`src/rtl/amem_pkg.sv`:
```
package amem_pkg;

   // common counter width, wide enough for the largest field
   localparam int CNT_W     = 6;

   // field widths
   localparam int SETUP_W   = 4;
   localparam int STROBE_W  = 6;
   localparam int HOLD_W    = 3;
   localparam int TURN_W    = 2;

   // field positions inside the timing word
   localparam int WR_SETUP_LSB  = 26;
   localparam int WR_STROBE_LSB = 20;
   localparam int WR_HOLD_LSB   = 17;
   localparam int RD_SETUP_LSB  = 13;
   localparam int RD_STROBE_LSB = 7;
   localparam int RD_HOLD_LSB   = 4;
   localparam int TURN_LSB      = 2;

   typedef enum logic [2:0] {
      PH_IDLE,
      PH_TURN,
      PH_SETUP,
      PH_STROBE,
      PH_HOLD
   } amem_phase_e;

   typedef struct packed {
      logic [CNT_W-1:0] setup;
      logic [CNT_W-1:0] strobe;
      logic [CNT_W-1:0] hold;
      logic [CNT_W-1:0] turn;
   } amem_tmg_t;

endpackage

```
`src/rtl/amem_cfg_decode.sv`:
```
module amem_cfg_decode
   import amem_pkg::*;
(
   input  logic [31:0] cfg,
   input  logic        is_write,
   output amem_tmg_t   tmg
);

   logic unused_cfg_bits;
   assign unused_cfg_bits = ^{cfg[31:30], cfg[1:0]};

   always_comb begin
      tmg = '0;
      tmg.turn[TURN_W-1:0] = cfg[TURN_LSB +: TURN_W];
      if (is_write) begin
         tmg.setup[SETUP_W-1:0]   = cfg[WR_SETUP_LSB  +: SETUP_W];
         tmg.strobe[STROBE_W-1:0] = cfg[WR_STROBE_LSB +: STROBE_W];
         tmg.hold[HOLD_W-1:0]     = cfg[WR_HOLD_LSB   +: HOLD_W];
      end else begin
         tmg.setup[SETUP_W-1:0]   = cfg[RD_SETUP_LSB  +: SETUP_W];
         tmg.strobe[STROBE_W-1:0] = cfg[RD_STROBE_LSB +: STROBE_W];
         tmg.hold[HOLD_W-1:0]     = cfg[RD_HOLD_LSB   +: HOLD_W];
      end
   end

endmodule

```
`src/rtl/amem_phase_ctrl.sv`:
```
module amem_phase_ctrl
   import amem_pkg::*;
#(
   parameter int ADDR_W = 4,
   parameter int DATA_W = 8
) (
   input  logic              clk,
   input  logic              rst_n,
   input  logic              req_valid,
   input  logic              req_write,
   input  logic [ADDR_W-1:0] req_addr,
   input  logic [DATA_W-1:0] req_wdata,
   input  amem_tmg_t         tmg_in,
   output amem_phase_e       phase,
   output logic              dir_write,
   output logic [ADDR_W-1:0] addr_q,
   output logic [DATA_W-1:0] wdata_q,
   output logic              last_strobe,
   output logic              last_hold
);

   amem_phase_e      ph_q;
   logic [CNT_W-1:0] cnt_q;
   amem_tmg_t        tm_q;
   logic             have_prev_q;
   logic             prev_dir_q;
   logic             cnt_zero;

   assign cnt_zero    = (cnt_q == '0);
   assign phase       = ph_q;
   assign last_strobe = (ph_q == PH_STROBE) && cnt_zero;
   assign last_hold   = (ph_q == PH_HOLD) && cnt_zero;

   always_ff @(posedge clk or negedge rst_n) begin
      if (!rst_n) begin
         ph_q        <= PH_IDLE;
         cnt_q       <= '0;
         tm_q        <= '0;
         have_prev_q <= 1'b0;
         prev_dir_q  <= 1'b0;
         dir_write   <= 1'b0;
         addr_q      <= '0;
         wdata_q     <= '0;
      end else begin
         unique case (ph_q)
            PH_IDLE: begin
               if (req_valid) begin
                  dir_write <= req_write;
                  addr_q    <= req_addr;
                  wdata_q   <= req_wdata;
                  tm_q      <= tmg_in;
                  if (have_prev_q && (prev_dir_q != req_write)) begin
                     ph_q  <= PH_TURN;
                     cnt_q <= tmg_in.turn;
                  end else begin
                     ph_q  <= PH_SETUP;
                     cnt_q <= tmg_in.setup;
                  end
               end
            end
            PH_TURN: begin
               if (cnt_zero) begin
                  ph_q  <= PH_SETUP;
                  cnt_q <= tm_q.setup;
               end else begin
                  cnt_q <= cnt_q - 1'b1;
               end
            end
            PH_SETUP: begin
               if (cnt_zero) begin
                  ph_q  <= PH_STROBE;
                  cnt_q <= tm_q.strobe;
               end else begin
                  cnt_q <= cnt_q - 1'b1;
               end
            end
            PH_STROBE: begin
               if (cnt_zero) begin
                  ph_q  <= PH_HOLD;
                  cnt_q <= tm_q.hold;
               end else begin
                  cnt_q <= cnt_q - 1'b1;
               end
            end
            PH_HOLD: begin
               if (cnt_zero) begin
                  ph_q        <= PH_IDLE;
                  have_prev_q <= 1'b1;
                  prev_dir_q  <= dir_write;
               end else begin
                  cnt_q <= cnt_q - 1'b1;
               end
            end
            default: ph_q <= PH_IDLE;
         endcase
      end
   end

endmodule

```
`src/rtl/amem_rb_sync.sv`:
```
module amem_rb_sync #(
   parameter int STAGES = 2
) (
   input  logic clk,
   input  logic rst_n,
   input  logic pin,
   output logic level
);

   logic [STAGES-1:0] chain_q;

   for (genvar i = 0; i < STAGES; i++) begin : g_stage
      if (i == 0) begin : g_first
         always_ff @(posedge clk or negedge rst_n) begin
            if (!rst_n) chain_q[0] <= 1'b0;
            else        chain_q[0] <= pin;
         end
      end else begin : g_next
         always_ff @(posedge clk or negedge rst_n) begin
            if (!rst_n) chain_q[i] <= 1'b0;
            else        chain_q[i] <= chain_q[i-1];
         end
      end
   end

   assign level = chain_q[STAGES-1];

endmodule

```
`src/rtl/amem_strobe_seq.sv`:
```
module amem_strobe_seq
   import amem_pkg::*;
#(
   parameter int ADDR_W      = 4,
   parameter int DATA_W      = 8,
   parameter int CLE_BIT     = 1,
   parameter int ALE_BIT     = 2,
   parameter bit NAND_EN     = 1'b1,
   parameter int SYNC_STAGES = 2
) (
   input  logic              clk,
   input  logic              rst_n,
   input  logic [31:0]       timing_word,
   input  logic              nand_mode,
   input  logic              req_valid,
   input  logic              req_write,
   input  logic [ADDR_W-1:0] req_addr,
   input  logic [DATA_W-1:0] req_wdata,
   output logic              busy,
   output logic              done,
   output logic [DATA_W-1:0] rd_data,
   output logic              cs_n,
   output logic              oe_n,
   output logic              we_n,
   output logic              cle,
   output logic              ale,
   output logic [DATA_W-1:0] bus_dout,
   output logic              bus_doe,
   input  logic [DATA_W-1:0] bus_din,
   input  logic              rb_pin,
   output logic              flash_ready
);

   if (DATA_W != 8) begin : g_bad_data
      $error("amem_strobe_seq: only an 8-bit device bus is supported");
   end
   if (CLE_BIT >= ADDR_W || ALE_BIT >= ADDR_W || CLE_BIT == ALE_BIT) begin : g_bad_latch
      $error("amem_strobe_seq: latch-enable bits must be distinct and inside the address");
   end
   if (SYNC_STAGES < 2) begin : g_bad_sync
      $error("amem_strobe_seq: at least two synchronizer stages are required");
   end

   amem_tmg_t         tmg;
   amem_phase_e       phase;
   logic              dir_write;
   logic [ADDR_W-1:0] addr_q;
   logic [DATA_W-1:0] wdata_q;
   logic              last_strobe;
   logic              last_hold;
   logic              sel_active;
   logic              strobe_active;
   logic [DATA_W-1:0] rd_q;

   amem_cfg_decode u_dec (
      .cfg      (timing_word),
      .is_write (req_write),
      .tmg      (tmg)
   );

   amem_phase_ctrl #(
      .ADDR_W (ADDR_W),
      .DATA_W (DATA_W)
   ) u_ctrl (
      .clk         (clk),
      .rst_n       (rst_n),
      .req_valid   (req_valid),
      .req_write   (req_write),
      .req_addr    (req_addr),
      .req_wdata   (req_wdata),
      .tmg_in      (tmg),
      .phase       (phase),
      .dir_write   (dir_write),
      .addr_q      (addr_q),
      .wdata_q     (wdata_q),
      .last_strobe (last_strobe),
      .last_hold   (last_hold)
   );

   amem_rb_sync #(
      .STAGES (SYNC_STAGES)
   ) u_rb (
      .clk   (clk),
      .rst_n (rst_n),
      .pin   (rb_pin),
      .level (flash_ready)
   );

   assign sel_active    = (phase == PH_SETUP) || (phase == PH_STROBE) || (phase == PH_HOLD);
   assign strobe_active = (phase == PH_STROBE);

   always_ff @(posedge clk or negedge rst_n) begin
      if (!rst_n)                        rd_q <= '0;
      else if (last_strobe && !dir_write) rd_q <= bus_din;
   end

   assign busy     = (phase != PH_IDLE);
   assign done     = last_hold;
   assign rd_data  = rd_q;
   assign cs_n     = !sel_active;
   assign oe_n     = !(strobe_active && !dir_write);
   assign we_n     = !(strobe_active && dir_write);
   assign bus_doe  = sel_active && dir_write;
   assign bus_dout = wdata_q;

   if (NAND_EN) begin : g_latch
      assign cle = nand_mode && sel_active && addr_q[CLE_BIT];
      assign ale = nand_mode && sel_active && addr_q[ALE_BIT];
   end else begin : g_no_latch
      logic unused_latch;
      assign unused_latch = nand_mode;
      assign cle = 1'b0;
      assign ale = 1'b0;
   end

endmodule

```
`config.mk`:
```
export PLATFORM = sky130hd
export DESIGN_NAME = amem_strobe_seq
export DESIGN_NICKNAME = d
export VERILOG_FILES = /design/src/rtl/amem_pkg.sv /design/src/rtl/amem_cfg_decode.sv /design/src/rtl/amem_phase_ctrl.sv /design/src/rtl/amem_rb_sync.sv /design/src/rtl/amem_strobe_seq.sv
export SDC_FILE = /design/constraint.sdc
export NUM_CORES = 1
export LEC_CHECK = 0
export BUFFER_PORTS_ARGS = -buffer_cell sky130_fd_sc_hd__buf_2
export CAP_MARGIN = 20
export CORE_MARGIN = 3
export CORE_UTILIZATION = 50
export CTS_CLUSTER_SIZE = 25
export DETAILED_ROUTE_END_ITERATION = 10
export GPL_TIMING_DRIVEN = 0
export PLACE_DENSITY = 0.9
export SLEW_MARGIN = 20
export SYNTH_ARGS = -nofsm -noshare
export SYNTH_HDL_FRONTEND = slang
export SYNTH_SLANG_ARGS = --single-unit
export TNS_END_PERCENT = 20
```
`constraint.sdc`:
```
create_clock -name clk -period 2.72 [get_ports clk]
set_input_delay 0 -clock clk [delete_from_list [all_inputs] [get_ports clk]]
set_output_delay 0 -clock clk [all_outputs]
set_load 0.05 [all_outputs]
```
==> impl_metrics.py, run 1 <==
metrics = {
    "run_status": {
        "outcome": "finished clean",
    },
    "logic_synthesis": {
        "yosys-top-cells-count": "45 x dfrtp_1, 22 x a21oi_1, 19 x nor2_1",
        "synth_area_leaders": "dfrtp_1 47%, mux2_2 6.1%, mux2i_1 5.4%",
        "yosysTopAreaCell": "dfrtp_1",
        "syn_area_um2": 2400,
        "post-synth-top-area-fraction_pct": 47.0,
        "synth_nets": 295,
        "yosys_warnings": 0,
        "yosysSeqAreaShare_pct": 47.0,
        "synth_cells": 235,
        "ys_ff_latch": 45,
        "synthDistinctLibCells": 45,
        "avgSynthCellArea_um2": 10.2,
        "synth_most_common_cell": "dfrtp_1",
        "synth-edff-count": 0,
        "ys.flop_type": "dfrtp_1",
        "synthArstFlopShare_pct": 100,
    },
    "pwr": {
        "power.density_nw_per_um2": 1040,
        "p_leak_nw": 1.55,
        "ir_drop_uv": 535,
    },
    "die": {
        "start_util_pct": 53.2,
        "die_y_um": 75.2,
        "chipWidth_um": 75.2,
        "io_pins": 83,
        "dieArea_um2": 5660,
        "coreArea_um2": 4500,
        "row_count": 24,
    },
    "placement": {
        "gp_congestion": 0.920,
        "io_buffers": 76,
        "numPlacedInstances": 363,
        "dp_hpwl_mm": 4.58,
        "pre_cts_ws_ns": 0.534,
    },
    "setup_path": {
        "r2r_setup_slack_ns": 0.42,
        "timing_worst_setup_path_type": "flop to flop",
        "arrival_ns": 2.49,
        "critPathMaxStageDelay_ns": 0.44,
        "cp-start-kind": "flop",
        "crit_slowest_cell": "dfrtp_1",
        "crit_required_ns": 2.91,
        "endpoint_kind": "flop",
        "cp_max_fo": 8,
        "crit_chain": "inv_1, ha_1, nand2b_1, or2_1, clkbuf_2, or3_1, buf_6, mux2_4",
    },
    "clock_tree": {
        "cts_max_path_buffers": 2,
        "htreeDepth": 2,
        "cts_tree": "done",
        "cts.sinks": 45,
        "cts_root_buffer": "clkbuf_8",
        "path_clk_slew_ns": 0.10,
        "cts_buffers": 5,
        "cts_setup_buffers": 0,
        "worstSkewPairLatency_ns": 0.31,
    },
    "global_route": {
        "grt-ovfl-total": 0,
        "grt_pass1_wl_mm": 11.2,
        "antenna_found_initial": 0,
        "grt_max_degree": 46,
        "grt_usage_pct": 26.3,
        "grt_pass1_vias": 2395,
    },
    "drt": {
        "initialDrtViolationCount": 243,
        "drc": 0,
        "wirelength_mm": 7.34,
        "vias": 2422,
        "drt_pass1_iterations": 5,
        "wire_per_inst_um": 18.2,
        "drt-vias-per-instance": 6.00,
        "ant_nets": 0,
    },
    "cells_and_area": {
        "insertedDiodeCount": 0,
        "finalNetCount": 411,
        "area_growth_pct": 36.6,
        "drive_gt1_share_pct": 32.4,
        "finalNonFillerCells": 404,
    },
    "sta": {
        "worst_slack_ns": 0.423,
        "period_needed_ns": 2.30,
        "setup_viol": 0,
        "fmax_mhz": 435,
        "hold_viol": 0,
        "final.period_utilization_pct": 84.4,
        "drv_slew": 0,
        "slew_headroom_pct": 55.3,
        "worst_pin_slew_ns": 0.670,
        "fin_worst_skew_ns": 0.00885,
        "final.setup.tns_ns": 0,
        "grt_setup_unrepaired": "no",
    },
    "hold_path": {
        "worstHoldPathType": "primary input to flop",
    },
    "run": {
        "maxCapViolCount": 0,
    },
}
-- cell usage in the layout, fill, tap and decap left out, drive strengths merged, types with 4 or more instances in the layout --
cell type and instances:
nand3 6, dlygate4sd3 32, dfrtp 45, or3 5, nand2b 5, or2 5
nand2 15, nor2 19, buf 81, a21oi 22, mux2 21, mux2i 13
nor2b 4, nor3 6, inv 6, o21ai 10, clkbuf 15, a31oi 4
-- cells by family after synthesis --
family	synth area share (%)
compound gates	14.9
xor+xnor	1.10
fa+ha+maj	1.46
buf+inv	3.34
flops	47.0
mux	16.6
simple gates	15.7
-- power breakdown --
| group | switching [mW] | total, mW | internal (mW) |
|---|---|---|---|
| logic | 1.14 | 1.78 | 0.637 |
| clock network | 0.256 | 0.439 | 0.183 |
| registers | 0.222 | 1.19 | 0.970 |
| total | 1.62 | 3.41 | 1.79 |
-- final cells by class --
class,count,area [um2]
fill,285,1230
multi-input combinational,171,1190
sequential,45,1130
timing repair buffer,109,721
clock buffer,5,68.8
tap,52,65.1
buffer,14,61.3
clock inverter,3,21.3
inverter,5,18.8
-- critical path: cells and delay by family, from the launching register on --
kind,cells,cell delay [ns]
flops,1,0.44
buf+inv,3,0.46
simple gates,3,0.76
fa+ha+maj,1,0.22
mux,1,0.30
-- through the flow --
| stage | area (um2) | hold slack, ns | utilization (%) | power, mW |
|---|---|---|---|---|
| 2_1_floorplan | 2400 | -0.296 | - | 2.45 |
| 3_3_place_gp | 2840 | 0.108 | 63.1 | 2.80 |
| 3_5_place_dp | 2840 | 0.110 | 63.1 | 2.87 |
| 4_1_cts | 3250 | 0.000908 | 72.2 | 3.35 |
| 5_1_grt | 3270 | 0.0111 | 72.6 | 3.57 |
| 6_report | 3270 | 0.00134 | 72.6 | 3.41 |
-- registers in the layout, summed over array words and instances (netlist names) --
| name | cells |
|---|---|
| u_ctrl.prev_dir_q | 1 |
| u_rb.chain_q | 1 |
| u_rb.level | 1 |
| rd_data | 8 |
| u_ctrl.dir_write | 1 |
| u_ctrl.tm_q | 13 |
| u_ctrl.cnt_q | 6 |
| u_ctrl.phase | 3 |
| u_ctrl.wdata_q | 8 |
| u_ctrl.have_prev_q | 1 |
| u_ctrl.addr_q | 2 |
-- metal layers --
metal,wire (um),part of all wire [%],vias to the layer above,track usage [%]
met3,531,7.2,28,6.01
met1,2700,37,1167,30.5
met2,3880,53,148,46.2
met4,228,3.1,0,12.0
li1,-,-,1079,-
met5,0,0,-,0
-- path summary, 6_finish.rpt --
check                                start  cells after the start         endpoint
setup reg to reg           u_ctrl.cnt_q[0]                      8       rd_data[4]
hold reg to reg            u_rb.chain_q[0]                      0       u_rb.level
max in group asynchronous            rst_n                      3  u_ctrl.tm_q[20]
setup / recovery           u_ctrl.cnt_q[0]                      8       rd_data[4]
hold / removal              timing_word[5]                      3   u_ctrl.tm_q[7]
min in group asynchronous            rst_n                      2  u_rb.chain_q[0]
-- what timing repair did --
action | in CTS | in global routing
endpoints found under the hold margin | 71 | 0
setup endpoints to repair | 0 | 0
resized for setup | 0 | 0
hold buffers | 32 | 0
No activity file was read; power rests on OpenSTA's default activity.
==> run 2, diff against run 1 <==
--- a/config.mk
+++ b/config.mk
@@ -8,11 +8,11 @@
 export BUFFER_PORTS_ARGS = -buffer_cell sky130_fd_sc_hd__buf_2
 export CAP_MARGIN = 20
 export CORE_MARGIN = 3
-export CORE_UTILIZATION = 50
+export CORE_UTILIZATION = 45
 export CTS_CLUSTER_SIZE = 25
 export DETAILED_ROUTE_END_ITERATION = 10
 export GPL_TIMING_DRIVEN = 0
-export PLACE_DENSITY = 0.9
+export PLACE_DENSITY = 0.86
 export SLEW_MARGIN = 20
 export SYNTH_ARGS = -nofsm -noshare
 export SYNTH_HDL_FRONTEND = slang
==> constraint.sdc (replaced) <==
create_clock -name clk -period 2.1 [get_ports clk]
set_input_delay 0 -clock clk [delete_from_list [all_inputs] [get_ports clk]]
set_output_delay 0 -clock clk [all_outputs]
set_load 0.05 [all_outputs]
==> impl_metrics.py, run 2 (same netlist as run 1, synthesis figures left out) <==
metrics = {
    "drt": {
        "met2WireLength_mm": 3.50,
        "wl_met3_um": 439,
        "initialDrtViolationCount": 184,
        "wl_met1_mm": 2.64,
        "drt-vias-per-instance": 5.56,
        "wire_per_inst_um": 16.1,
        "vias": 2297,
        "ant_nets": 0,
        "drt_pass1_iterations": 4,
        "drc": 0,
        "top_layer": "met4",
        "wirelength_mm": 6.64,
    },
    "sta": {
        "fin_worst_skew_ns": 0.00710,
        "drv_slew": 0,
        "worst_slack_ns": 0.0243,
        "fmax_mhz": 482,
        "grt_setup_unrepaired": "yes",
        "period_needed_ns": 2.08,
        "hold_ws_ns": -0.00487,
        "hold_viol": 3,
        "worst_pin_slew_ns": 0.676,
        "final.period_utilization_pct": 98.8,
        "slew_headroom_pct": 54.9,
        "setup_viol": 0,
    },
    "pwr": {
        "p_leak_nw": 1.53,
        "power.density_nw_per_um2": 1360,
        "ir_drop_uv": 810,
    },
    "die": {
        "dieArea_um2": 6240,
        "die_y_um": 79.0,
        "chipWidth_um": 79.0,
        "start_util_pct": 48.5,
        "io_pins": 83,
        "row_count": 25,
        "coreArea_um2": 4940,
    },
    "global_route": {
        "grt_pass1_wl_mm": 10.8,
        "antenna_found_initial": 0,
        "grt-ovfl-total": 0,
        "grt_usage_pct": 22.1,
        "grt_pass1_vias": 2292,
        "grt_max_degree": 46,
    },
    "placement": {
        "pre_cts_ws_ns": -0.0824,
        "io_buffers": 76,
        "placed_area_um2": 2870,
        "gp_congestion": 0.925,
        "dp_hpwl_mm": 4.44,
    },
    "cells_and_area": {
        "area_growth_pct": 35.1,
        "finalNetCount": 405,
        "drive_gt1_share_pct": 35.8,
        "regMostFlops": "u_ctrl.tm_q",
        "largest_reg_flops": 13,
        "insertedDiodeCount": 0,
        "final_cell_area_um2": 3240,
        "final_common_cell": "buf_2",
        "utilization_pct": 65.5,
        "fillers": 419,
        "mostFrequentLayoutCells": "75 x buf_2, 44 x dfrtp_1, 25 x dlygate4sd3_1",
    },
    "setup_path": {
        "arrival_ns": 2.32,
        "endpoint_kind": "flop",
        "r2r-start": "u_ctrl.phase[1]",
        "cp-start-kind": "flop",
        "crit_required_ns": 2.35,
        "crit_start": "u_ctrl.phase[1]",
        "cp_max_fo": 10,
        "timing_worst_setup_path_type": "flop to flop",
    },
    "clock_tree": {
        "cts_root_buffer": "clkbuf_8",
        "htreeDepth": 2,
        "worstSkewPairLatency_ns": 0.30,
        "cts_max_path_buffers": 2,
        "cts.sinks": 45,
        "cts_buffers": 5,
        "path_clk_slew_ns": 0.08,
        "cts_tree": "done",
    },
    "run_status": {
        "outcome": "finished with violations",
        "violations": "negative hold slack",
    },
    "run": {
        "maxCapViolCount": 0,
    },
    "hold_path": {
        "worstHoldPathType": "primary input to flop",
        "min_from": "timing_word[4]",
    },
}
==> run 2: cell types whose count changed in the layout (fill, tap and decap cells not counted), sizes merged <==
cell	delta
inv	-1
dlygate4sd3	-7
clkinv	-1
buf	+3
==> run 2: path summary, 6_finish.rpt <==
kind,endpoint,slack [ns],depth (start not counted)
hold reg to reg,u_rb.level,0.37,0
hold / removal,u_ctrl.tm_q[6],-0.005,3
max in group asynchronous,u_ctrl.cnt_q[2],1.46,2
setup reg to reg,u_ctrl.cnt_q[0],0.02,5
setup / recovery,u_ctrl.cnt_q[0],0.02,5
min in group asynchronous,u_ctrl.tm_q[17],0.23,2
==> run 2: through the flow <==
stage / total power [mW] / hold slack (ns) / std cells / setup TNS (ns)
final: 4.39 / -0.00487 / 413 / 0
after detailed placement: 3.71 / 0.120 / 378 / -0.733
after CTS: 4.35 / 0.00115 / 414 / 0
after global routing: 4.64 / 0.0277 / 413 / -0.397
after floorplan: 3.18 / -0.296 / 235 / 0
after global placement: 3.64 / 0.108 / 378 / -0.574
==> run 2: power breakdown <==
group / internal (mW) / total, mW / switching [mW] / leakage [nW]
Sequential: 1.26 / 1.50 / 0.244 / 0.533
Clock: 0.236 / 0.532 / 0.296 / 0.0385
Combinational: 0.864 / 2.35 / 1.49 / 0.960
Total: 2.36 / 4.39 / 2.03 / 1.53
==> run 2: repair_timing <==
item / in CTS / in global routing
resized for setup: 7 / 3
setup buffers: 4 / 0
hold endpoints to repair: 67 / 0
setup endpoints to repair: 21 / 26
hold buffers: 25 / 0
==> run 2: area by class of cell <==
| type | instances | area, um2 | share of cell area (%) |
|---|---|---|---|
| Clock buffer | 7 | 76.3 | 2.36 |
| Timing Repair Buffer | 105 | 663 | 20.5 |
| Sequential cell | 45 | 1130 | 34.8 |
| Multi-Input combinational cell | 171 | 1200 | 37.2 |
| Buffer | 12 | 56.3 | 1.74 |
| Clock inverter | 1 | 7.51 | 0.232 |
| Inverter | 5 | 18.8 | 0.580 |
| Tap cell | 67 | 83.8 | 2.59 |
==> run 2: critical path, cell delays in order, from the launching register on <==
cell and delay [ns]:
dfrtp_1 0.36, clkbuf_1 0.38, buf_1 0.47, o21ai_0 0.33
o221ai_1 0.29, a31o_2 0.19
==> run 2: metal layers <==
| metal | up-vias | track usage [%] |
|---|---|---|
| met5 | - | 0 |
| met4 | 0 | 4.98 |
| met3 | 14 | 5.90 |
| met2 | 95 | 39.3 |
| met1 | 1118 | 26.5 |
| li1 | 1070 | - |
==> run 3, diff against run 2 <==
--- a/config.mk
+++ b/config.mk
@@ -13,6 +13,7 @@
 export DETAILED_ROUTE_END_ITERATION = 10
 export GPL_TIMING_DRIVEN = 0
 export PLACE_DENSITY = 0.86
+export REMOVE_ABC_BUFFERS = 1
 export SLEW_MARGIN = 20
 export SYNTH_ARGS = -nofsm -noshare
 export SYNTH_HDL_FRONTEND = slang
==> impl_metrics.py, run 3 (same netlist as run 1, synthesis figures left out) <==
metrics = {
    "run_status": {
        "outcome": "finished with violations",
        "violations": "negative hold slack",
    },
    "clock_tree": {
        "cts_root_buffer": "clkbuf_8",
        "cts.sinks": 45,
        "cts_tree": "done",
        "htreeDepth": 2,
        "path_clk_slew_ns": 0.09,
        "worstSkewPairLatency_ns": 0.30,
        "cts_max_path_buffers": 2,
        "cts_buffers": 5,
    },
    "setup_path": {
        "crit_start": "u_ctrl.cnt_q[2]",
        "worst_path_most_repeated_cell": "or3_4",
        "cp-start-kind": "flop",
        "cp-endpoint": "rd_data[6]",
        "crit_slowest_cell": "or3_4",
        "r2r_setup_slack_ns": 0.03,
        "crit_chain": "or3_4, or2_4, or3_4, mux2_4",
        "timing_worst_setup_path_type": "flop to flop",
        "endpoint_kind": "flop",
        "arrival_ns": 2.26,
        "crit_family": "simple AND/OR/NAND/NOR gates",
        "critPathBufInv": 0,
        "r2r-start": "u_ctrl.cnt_q[2]",
        "path_depth": 4,
        "crit_required_ns": 2.28,
        "cp_max_fo": 8,
        "worstReg2RegEnd": "rd_data[6]",
        "critPathMaxStageDelay_ns": 0.47,
        "ff2ff_path_depth": 4,
    },
    "global_route": {
        "grt_pass1_wl_mm": 10.1,
        "grt-ovfl-total": 0,
        "grt_pass1_vias": 2122,
        "grt_usage_pct": 20.3,
        "grt_max_degree": 46,
        "antenna_found_initial": 0,
    },
    "sta": {
        "worst_pin_slew_ns": 0.950,
        "period_needed_ns": 2.07,
        "worst_slack_ns": 0.0274,
        "fmax_mhz": 482,
        "hold_viol": 2,
        "fin_worst_skew_ns": 0.00772,
        "slew_headroom_pct": 36.7,
        "hold_ws_ns": -0.00330,
        "setup_viol": 0,
        "drv_slew": 0,
        "final.setup.tns_ns": 0,
        "final.period_utilization_pct": 98.7,
    },
    "run": {
        "maxCapViolCount": 0,
    },
    "drt": {
        "drc": 0,
        "ant_nets": 0,
        "drt_pass1_iterations": 5,
        "initialDrtViolationCount": 122,
        "vias": 2136,
        "wirelength_mm": 5.97,
        "drt-vias-per-instance": 5.38,
        "wire_per_inst_um": 15.0,
    },
    "cells_and_area": {
        "insertedDiodeCount": 0,
        "drive_gt1_share_pct": 38.5,
        "area_growth_pct": 32.6,
        "largest_reg_flops": 13,
        "mostFrequentLayoutCells": "76 x buf_2, 40 x dfrtp_1, 22 x a21oi_1",
        "finalNetCount": 389,
        "final_common_cell": "buf_2",
        "regMostFlops": "u_ctrl.tm_q",
        "utilization_pct": 64.3,
    },
    "die": {
        "io_pins": 83,
        "dieArea_um2": 6240,
        "start_util_pct": 48.5,
        "row_count": 25,
        "die_y_um": 79.0,
        "chipWidth_um": 79.0,
        "coreArea_um2": 4940,
    },
    "placement": {
        "dp_hpwl_mm": 3.92,
        "pre_cts_ws_ns": -0.308,
        "gp_congestion": 0.915,
        "io_buffers": 76,
    },
    "pwr": {
        "ir_drop_uv": 1020,
        "power.density_nw_per_um2": 1370,
        "p_leak_nw": 1.49,
    },
    "hold_path": {
        "worstHoldPathType": "primary input to flop",
    },
}
run 3: changes by cell type in the layout (fill, tap and decap cells not counted), moves of 3 or more:
cell           previous run  this run
clkbuf_1                  7         1
dfrtp_2                   1         5
dlygate4sd3_1            25        20
buf_1                     3         0
clkbuf_2                  3         0
dfrtp_1                  44        40
run 3: final cells by class:
cell class / instances / area (um2)
inverter: 5 / 18.8
clock buffer: 6 / 72.6
fill: 419 / 1760
tap: 67 / 83.8
sequential: 45 / 1130
multi-input combinational: 171 / 1220
timing repair buffer: 101 / 638
clock inverter: 2 / 15.0
run 3: through the flow:
| stage | instances | area (um2) | total power [mW] |
|---|---|---|---|
| finish | 397 | 3180 | 4.34 |
| global route | 397 | 3180 | 4.61 |
| CTS | 393 | 3130 | 4.25 |
| detailed placement | 365 | 2830 | 3.67 |
| global placement | 364 | 2800 | 3.60 |
| floorplan | 221 | 2330 | 3.15 |
run 3: report_power, final:
part / total (mW) / internal (mW) / switching, mW / leakage, nW
registers: 1.61 / 1.26 / 0.344 / 0.529
logic: 2.20 / 0.850 / 1.35 / 0.928
clock network: 0.531 / 0.234 / 0.297 / 0.0374
total: 4.34 / 2.35 / 1.99 / 1.49
run 3: worst min-delay path by stage:
stage,start,end,slack (ns),depth (start not counted)
floorplan,rst_n,rd_data[0],-0.30,0
global placement,rb_pin,u_rb.chain_q[0],0.11,1
detailed placement,rb_pin,u_rb.chain_q[0],0.12,1
CTS,timing_word[6],u_ctrl.tm_q[8],0.0001,3
global route,timing_word[10],u_ctrl.tm_q[15],0.03,3
finish,timing_word[6],u_ctrl.tm_q[8],-0.003,3
run 3: timing repair:
| item | 4_1_cts | 5_1_grt |
|---|---|---|
| gates resized for setup | 5 | 6 |
| buffers inserted | 0 | 4 |
| endpoints found under the hold margin | 64 | 0 |
| endpoints found under the setup margin | 17 | 15 |
| hold buffers | 20 | 0 |
| pin swaps | 0 | 4 |
run 3: routing by layer:
layer  vias to the layer above  track usage, %  part of all wire (%)
met2                        83            33.0                    49
met3                         5            4.76                   7.3
met1                      1016            26.8                    43
li1                       1032               -                     -
met5                         -               0                     0
met4                         0            6.70                  0.94
run 3: tightest hold or removal path, cell delays in order:
cell and delay [ns]:
buf_2 0.07, mux2i_1 0.05, a21oi_1 0.13
